<file path="config.mk">
export PLATFORM = sky130hd
export DESIGN_NAME = vserr_defer_unit
export DESIGN_NICKNAME = d
export VERILOG_FILES = /design/src/rtl/vserr_pkg.sv /design/src/rtl/vserr_qualify.sv /design/src/rtl/vserr_synd.sv /design/src/rtl/vserr_status_reg.sv /design/src/rtl/vserr_defer_unit.sv
export SDC_FILE = /design/constraint.sdc
export NUM_CORES = 1
export LEC_CHECK = 0
export CAP_MARGIN = 20
export CORE_MARGIN = 3
export CORE_UTILIZATION = 43
export CTS_CLUSTER_SIZE = 14
export DETAILED_ROUTE_END_ITERATION = 10
export MAX_ROUTING_LAYER = met4
export PLACE_DENSITY_LB_ADDON = 0.3
export SLEW_MARGIN = 20
export SYNTH_ARGS = -nofsm -noshare
export SYNTH_HDL_FRONTEND = slang
export SYNTH_HIERARCHICAL = 1
export SYNTH_SLANG_ARGS = --single-unit
</file>
<file path="constraint.sdc">
create_clock -name clk -period 3.3 [get_ports clk]
set_clock_uncertainty 0.2 [all_clocks]
set_input_delay 0.66 -clock clk [delete_from_list [all_inputs] [get_ports clk]]
set_output_delay 0.66 -clock clk [all_outputs]
set_load 0.1 [all_outputs]
</file>
<file path="src/rtl/vserr_pkg.sv">
package vserr_pkg;

    typedef enum logic [1:0] {
        ACT_IGNORE = 2'd0,
        ACT_SKIP   = 2'd1,
        ACT_KEEP   = 2'd2,
        ACT_DEFER  = 2'd3
    } defer_act_e;

    typedef enum logic [1:0] {
        FMT_WIDE  = 2'd0,
        FMT_LONG  = 2'd1,
        FMT_SHORT = 2'd2
    } synd_fmt_e;

    localparam logic [5:0] LONG_ASYNC_EXT  = 6'b010001;
    localparam logic [4:0] SHORT_ASYNC_EXT = 5'b10110;
    localparam int unsigned SHORT_HI_POS   = 10;

endpackage

</file>
<file path="src/rtl/vserr_qualify.sv">
module vserr_qualify
    import vserr_pkg::*;
#(
    parameter int unsigned HINT_W       = 8,
    parameter int unsigned EL_W         = 2,
    parameter logic [HINT_W-1:0] BARRIER_CODE = 8'h10
) (
    input  logic              exec_valid,
    input  logic [HINT_W-1:0] hint_code,
    input  logic [EL_W-1:0]   cur_el,
    input  logic              has_el2,
    input  logic              has_ras,
    input  logic              is_mcu,
    input  logic              hyp_tge,
    input  logic              hyp_amo,
    input  logic              hyp_vse,
    input  logic              abort_mask,
    output defer_act_e        act
);

    localparam logic [EL_W-1:0] MAX_GUEST_EL = EL_W'(1);

    logic is_barrier;
    logic feature_ok;
    logic level_ok;
    logic enabled;
    logic pending;

    always_comb begin
        is_barrier = exec_valid && (hint_code == BARRIER_CODE);
        feature_ok = has_ras && !is_mcu;
        level_ok   = (cur_el <= MAX_GUEST_EL) && has_el2;
        enabled    = !hyp_tge && hyp_amo;
        pending    = enabled && hyp_vse;
    end

    always_comb begin
        if (!is_barrier) begin
            act = ACT_IGNORE;
        end else if (!feature_ok || !level_ok) begin
            act = ACT_SKIP;
        end else if (!pending || !abort_mask) begin
            act = ACT_KEEP;
        end else begin
            act = ACT_DEFER;
        end
    end

endmodule

</file>
<file path="src/rtl/vserr_synd.sv">
module vserr_synd
    import vserr_pkg::*;
#(
    parameter int unsigned SYND_W    = 32,
    parameter int unsigned WIDE_KEEP = 25,
    parameter logic [SYND_W-1:0] NARROW_MASK = 32'h0000_D000
) (
    input  logic              el1_wide,
    input  logic              long_fmt,
    input  logic [SYND_W-1:0] vsynd,
    output logic [SYND_W-1:0] synd
);

    localparam logic [SYND_W-1:0] WIDE_MASK =
        {{(SYND_W-WIDE_KEEP){1'b0}}, {WIDE_KEEP{1'b1}}};

    synd_fmt_e         fmt;
    logic [SYND_W-1:0] long_code;
    logic [SYND_W-1:0] short_code;

    always_comb begin
        long_code       = '0;
        long_code[5:0]  = LONG_ASYNC_EXT;
        short_code      = '0;
        short_code[3:0] = SHORT_ASYNC_EXT[3:0];
        short_code[SHORT_HI_POS] = SHORT_ASYNC_EXT[4];
    end

    always_comb begin
        if (el1_wide)      fmt = FMT_WIDE;
        else if (long_fmt) fmt = FMT_LONG;
        else               fmt = FMT_SHORT;
    end

    always_comb begin
        unique case (fmt)
            FMT_WIDE:  synd = vsynd & WIDE_MASK;
            FMT_LONG:  synd = long_code  | (vsynd & NARROW_MASK);
            FMT_SHORT: synd = short_code | (vsynd & NARROW_MASK);
            default:   synd = '0;
        endcase
    end

endmodule

</file>
<file path="src/rtl/vserr_status_reg.sv">
module vserr_status_reg #(
    parameter int unsigned SYND_W = 32
) (
    input  logic              clk,
    input  logic              rst_n,
    input  logic              wr_en,
    input  logic [SYND_W-1:0] wr_synd,
    output logic [SYND_W-1:0] status
);

    localparam int unsigned FLAG_POS = SYND_W - 1;

    logic [SYND_W-1:0] next_val;

    always_comb begin
        next_val           = wr_synd;
        next_val[FLAG_POS] = 1'b1;
    end

    always_ff @(posedge clk or negedge rst_n) begin
        if (!rst_n)     status <= '0;
        else if (wr_en) status <= next_val;
    end

    // a write always leaves the deferred flag set
    assert_flag_after_write_R10: assert property (@(posedge clk) disable iff (!rst_n)
        wr_en |=> status[FLAG_POS]);

    // without a write, the register holds
    assert_hold_without_write_R2: assert property (@(posedge clk) disable iff (!rst_n)
        !wr_en |=> $stable(status));

endmodule

</file>
<file path="src/rtl/vserr_defer_unit.sv">
module vserr_defer_unit
    import vserr_pkg::*;
#(
    parameter int unsigned HINT_W    = 8,
    parameter int unsigned EL_W      = 2,
    parameter int unsigned SYND_W    = 32,
    parameter int unsigned WIDE_KEEP = 25,
    parameter logic [HINT_W-1:0] BARRIER_CODE = 8'h10,
    parameter logic [SYND_W-1:0] NARROW_MASK  = 32'h0000_D000
) (
    input  logic              clk,
    input  logic              rst_n,
    input  logic              exec_valid,
    input  logic [7:0]        hint_code,
    input  logic [1:0]        cur_el,
    input  logic              has_el2,
    input  logic              has_ras,
    input  logic              is_mcu,
    input  logic              hyp_tge,
    input  logic              hyp_amo,
    input  logic              hyp_vse,
    input  logic              abort_mask,
    input  logic              el1_wide,
    input  logic              long_fmt,
    input  logic [31:0]       vsynd,
    output logic [31:0]       defer_status,
    output logic              vse_clear
);

    defer_act_e        act;
    logic [SYND_W-1:0] synd;
    logic              do_write;

    vserr_qualify #(
        .HINT_W       (HINT_W),
        .EL_W         (EL_W),
        .BARRIER_CODE (BARRIER_CODE)
    ) u_qualify (
        .exec_valid (exec_valid),
        .hint_code  (hint_code),
        .cur_el     (cur_el),
        .has_el2    (has_el2),
        .has_ras    (has_ras),
        .is_mcu     (is_mcu),
        .hyp_tge    (hyp_tge),
        .hyp_amo    (hyp_amo),
        .hyp_vse    (hyp_vse),
        .abort_mask (abort_mask),
        .act        (act)
    );

    vserr_synd #(
        .SYND_W      (SYND_W),
        .WIDE_KEEP   (WIDE_KEEP),
        .NARROW_MASK (NARROW_MASK)
    ) u_synd (
        .el1_wide (el1_wide),
        .long_fmt (long_fmt),
        .vsynd    (vsynd),
        .synd     (synd)
    );

    always_comb begin
        unique case (act)
            ACT_IGNORE: do_write = 1'b0;
            ACT_SKIP:   do_write = 1'b0;
            ACT_KEEP:   do_write = 1'b0;
            ACT_DEFER:  do_write = 1'b1;
            default:    do_write = 1'b0;
        endcase
        vse_clear = do_write;
    end

    vserr_status_reg #(
        .SYND_W (SYND_W)
    ) u_status (
        .clk     (clk),
        .rst_n   (rst_n),
        .wr_en   (do_write),
        .wr_synd (synd),
        .status  (defer_status)
    );

    // strobe only on an executing barrier hint
    assert_clear_on_barrier_R2: assert property (@(posedge clk) disable iff (!rst_n)
        vse_clear |-> (exec_valid && hint_code == BARRIER_CODE));

    // straps must permit the barrier
    assert_clear_needs_ras_R3: assert property (@(posedge clk) disable iff (!rst_n)
        vse_clear |-> (has_ras && !is_mcu));

    // only guest levels with EL2 present
    assert_clear_level_R4: assert property (@(posedge clk) disable iff (!rst_n)
        vse_clear |-> (cur_el <= 2'd1 && has_el2));

    // a pending error is required
    assert_clear_pending_R5: assert property (@(posedge clk) disable iff (!rst_n)
        vse_clear |-> (!hyp_tge && hyp_amo && hyp_vse));

    // the abort mask must be set
    assert_clear_masked_R6: assert property (@(posedge clk) disable iff (!rst_n)
        vse_clear |-> abort_mask);

    // wide format syndrome after a deferral
    assert_wide_synd_R7: assert property (@(posedge clk) disable iff (!rst_n)
        (vse_clear && el1_wide) |=> (defer_status == ($past(vsynd) & 32'h01FF_FFFF | 32'h8000_0000)));

endmodule

</file>
; Word level (Yosys, flattened, before mapping)
; Cells that the tools add are included.
[classes]
muxes = 7
eq_ne = 6
n_lt_le_gt_ge = 1
n_reduce_logical = 16
[ops]
columns = op, n
row1 = case mux 25 bit (3 select lines), 1
row2 = == test 8 x 5 -> 1 bit (second input constant), 1
row3 = 2-to-1 mux 2 bit, 4
row4 = == test 2 bit (second input constant), 3
row5 = zero test 1 bit, 6
row6 = logical AND 1 bit, 5
row7 = == test 2 x 1 -> 1 bit (second input constant), 2
row8 = zero test 2 bit, 2
row9 = OR reduction 3 bit, 1
row10 = less-or-equal comparator 2 x 1 -> 1 bit (second input constant), 1
row11 = logical OR 1 bit, 2
row12 = case mux 1 bit (2 select lines), 1
row13 = 2-to-1 mux 1 bit, 1
[totals]
inputBits = 54
reg_bits = 32
wordCells = 31
output_inout_bits = 33

; Logic depth before layout (Yosys ltp)
[logic_depth]
ltp_word = 11
mapped_depth = 6

; Cells and area by module
; Netlist, hierarchy kept.
[modules_own_cells]
columns = module, cells_each, area_each_um2, n_inst
row1 = vserr_status_reg, 68, 1336.3, 1
row2 = vserr_synd, 41, 244.0, 1
row3 = vserr_qualify, 7, 80.1, 1
row4 = vserr_defer_unit, 1, 6.3, 1

; Least setup slack after synthesis
; Ideal clock, no wire load.
[synth_timing]
path_kind = input to register
startpoint = input hint_code[1]
endpoint = register u_status.status[10]
path_stages = 6
arrival_ns = 2.721
required_time_ns = 2.974
slack_ns = 0.253
path_cell_list = or3_4 -> a2111oi_2 -> and2_1 -> buf_6 -> buf_12 -> mux2_4
[synth_via]
elab_chain_cells = 6
word_cells_on_any_way = 9
[synth_lines]
columns = element, line
row1 = "start, declared", vserr_defer_unit.sv:14  ; input logic [7:0] hint_code,
row2 = == test 8 x 5 -> 1 bit (*), vserr_qualify.sv:30  ; is_barrier = exec_valid && (hint_code == BARRIER_CODE);
row3 = logical AND 1 bit (*), vserr_qualify.sv:30
row4 = 2-to-1 mux 2 bit (*), vserr_qualify.sv:38  ; if (!is_barrier) begin
row5 = named net act[0], vserr_defer_unit.sv:30  ; defer_act_e act;
row6 = == test 2 bit (tied with other cells), vserr_defer_unit.sv:64  ; unique case (act)
row7 = OR reduction 3 bit (no line), --
row8 = case mux 1 bit (2 select lines) (*), vserr_defer_unit.sv:64
row9 = named net vse_clear, vserr_defer_unit.sv:27  ; output logic vse_clear
row10 = "end signal, assigned", vserr_status_reg.sv:22  ; else if (wr_en) status <= next_val;
row11 = "end, declared", vserr_status_reg.sv:8  ; output logic [SYND_W-1:0] status
; The timed path passes the listed nets; every way through them passes the cells marked *.
; A chain may end at the register's enable or synchronous reset.

; Worst setup path in the final report
[layout_timing]
startpoint = input hint_code[1]
endpoint = output vse_clear
[layout_via]
elab_chain_cells = 6
word_cells_on_any_way = 9
[layout_lines]
columns = element, line
row1 = == test 8 x 5 -> 1 bit (*), vserr_qualify.sv:30
row2 = logical AND 1 bit (*), vserr_qualify.sv:30
row3 = 2-to-1 mux 2 bit (*), vserr_qualify.sv:38
row4 = named net act[0], vserr_defer_unit.sv:30
row5 = == test 2 bit (tied with other cells), vserr_defer_unit.sv:64
row6 = OR reduction 3 bit (no line), --
row7 = case mux 1 bit (2 select lines) (*), vserr_defer_unit.sv:64
row8 = "end, declared", vserr_defer_unit.sv:27
; Marked as above.

==> results.txt <==
* Outcome: completed
- Share of post-route cells with drive strength above 1: about two fifths
* Chip Height: 68.12 um
- Walking the worst path, the cells encountered are clkdlybuf4s50_1 -> or3_4 -> a2111oi_2 -> and2_2 -> buf_12.
- The count of buffers added on input and output ports is 78.
- Resized Gates After CTS: 0
- Maximum single-stage delay on the critical path: around 0.40 ns
- Routability cong.: approximately 0.67
* Most common library cell in the layout ignoring fill and taps: sky130_fd_sc_hd__clkdlybuf4s50_1
- Setup crit start: hint_code[1]
- Data arrival, critical path: about 2.1 ns
- DRC: 0
* Fin Setup TNS: 0 ns
* Pint: around 0.00072 W
- Core occupancy in the finished layout: 69.62%
- H-tree lvl count: 2
- Num CTS Buffers: 5
* Finish-stage setup viols: 0
- Along the worst path, the maximum fanout reaches 2.
- For the pin with the worst max-slew slack, the measured transition is 0.7045 ns.
* Post-DP HPWL: around 2.5 mm
* Number of instances in the synthesized netlist: roughly 120
- Worst max-slew margin expressed relative to the limit: 52.89%
- Source-to-sink clock delay at the later pin of the worst-skew pair: roughly 0.28 ns
- The critical path is of the in -> out type.
- The number of antenna violations at the first check in global routing was 0.
* Worst min-delay path category: reg -> reg
- Part of the total power dissipated in sequential elements: about 45%
* Max Cap Viol: 0
- TritonCTS built the clock tree.
* Number of diodes added for antenna fixing: 0
- Commonest non-fill, non-tap cells in the layout: sky130_fd_sc_hd__clkdlybuf4s50_1 (45), sky130_fd_sc_hd__buf_4 (33), sky130_fd_sc_hd__dfrtp_1 (32), sky130_fd_sc_hd__mux2_4 (29), sky130_fd_sc_hd__and2_1 (17)
* Net Sw Frac: 18.76%
* Global routing usage summed across all routing layers: 15.90%
- Post-CTS setup buffers: 0
- Clock transition at the registers of the reported paths: ~0.060 ns
* Starting density of the core: 47.12%
- The floorplan step set the die width to approximately 70 um.
- The worst setup path is captured at a primary output.
* Number of nets in the final layout: 247
- The count of nets left with antenna violations once routing finished came out at 0.
- Dpl ws: between 0.3 and 0.4 ns
- The number of global-route vias before repair came to 1159.
* Worst path required time: 2.44 ns
- The area growth from synthesis to layout is 47.74%.
- For this design the top-level I/O count stands at between 80 and 90.
- In the finished design, the share of the clock period the worst path needs comes to between 80% and 90%.
* Leakage: 1.188 nW
- Global-route wire length before repair: approximately 5.3 mm
* Comb pwr share: 9.3%
- Crit path launch type: input port
* Root Buffer Master: sky130_fd_sc_hd__clkbuf_8
* Post-Syn Area per Cell: roughly 14 um^2
* Area of the die: roughly 4600 um^2
- RSZ-0062 raised after global routing: false
- Final worst path period need: slightly below 3 ns
- The total overflow left after global routing is 0.
* Count of TritonRoute iterations in the first routing pass: 4
- Number of warning messages in the yosys log: 6
- For this design the total switching power over the nets is between 0.00015 and 0.0002 W.
- The largest registers in the layout are u_status/status: 32 flops.
- Maximum number of buffers from clock root to sink: 2
* Slowest cell on the critical path: sky130_fd_sc_hd__clkdlybuf4s50_1
- Setup slack closes at between 0.3 and 0.4 ns.
- The routed layout has 1144 vias.
- Floorplan Core Area: about 3500 um^2
- Worst min-delay path startpoint: u_status/status[31]$_DFFE_PN0P_
- The clock network accounts for between 40 and 50% of the total power.
- The final layout contains routed wiring with a total length of about 3.4 mm.
* Summed instance area of the synthesized netlist: roughly 1700 um^2
* Crit Reg-Reg Startpoint: u_status/status[12]$_DFFE_PN0P_
- Dividing total power by cell area gives a power density of about 360 nW/um^2.
- Violation count after the first detailed-route iteration: 45
* Post-Place Cells: about 230
* Max-slew violation count: 0
* Highest attainable clock frequency: 0.3400 GHz
* Flip-flop count of the largest register after layout: 32
- Hold slack: approximately 0.29 ns
- The final hold violation count came to 0.
* CTS Sinks: 32
* Routed length per placed instance: 14.05 um
* IR Drop Worst-Case VDD: around 0.00016 V
- Post-layout instance count excluding filler cells: 240
- Register containing the most flip-flops in the final layout: u_status/status
- Entering global routing, the biggest net connects 33 pins.
- Hold repair after CTS inserted 0 buffers.
* Vias per cell: between 4 and 5
* Number of placement rows: 21
[metal layers]
metal	routed length, um	part of all wire (%)	global-route usage [%]
met2	1560	46	24.43
met5	0	0	-
met4	33	0.98	4.467
met1	1485	44	20.17
met3	293	8.7	5.090
[through the flow]
| step | cell area (um^2) | power (W) |
|---|---|---|
| finish | 2451 | 0.0008807 |
| global route | 2451 | 0.0009182 |
| CTS | 2451 | 0.0008912 |
| detailed placement | 2325 | 0.0004827 |
| global placement | 2325 | 0.0004800 |
| floorplan | 1678 | 0.0004261 |
[power by group through the flow]
stage	logic (W)	clock network, W	registers, W
after floorplan	0.0000264	0	0.000400
final	0.0000821	0.000406	0.000392
after CTS	0.0000836	0.000416	0.000392
after global routing	0.0000907	0.000436	0.000392
after detailed placement	0.0000832	0	0.000400
after global placement	0.0000805	0	0.000400
[worst max-delay path: cells and delay by family]
kind	cells	cell delay, ns
and+or+nand+nor	2	0.65
AOI/OAI and AO/OA	1	0.19
buffers and inverters	2	0.58
[cell type report]
class	count	area (um^2)
clock buffers	7	96.34
clock inverters	1	30.03
fillers	275	1070
multi-input cells	74	728.2
repair buffers	80	738.2
well taps	46	57.56
flip-flops and latches	32	800.8
[final timing paths]
| path | to | slack [ns] | cells after the start |
|---|---|---|---|
| max in group asynchronous | u_status/status[22]$_DFFE_PN0P_ | 2.02 | 2 |
| max | vse_clear | 0.36 | 5 |
| min in group asynchronous | u_status/status[30]$_DFFE_PN0P_ | 0.58 | 2 |
| min reg2reg | u_status/status[31]$_DFFE_PN0P_ | 0.29 | 1 |
| min | u_status/status[31]$_DFFE_PN0P_ | 0.29 | 1 |
| max reg2reg | u_status/status[12]$_DFFE_PN0P_ | 2.32 | 1 |
No activity file was read; power rests on OpenSTA's default activity.
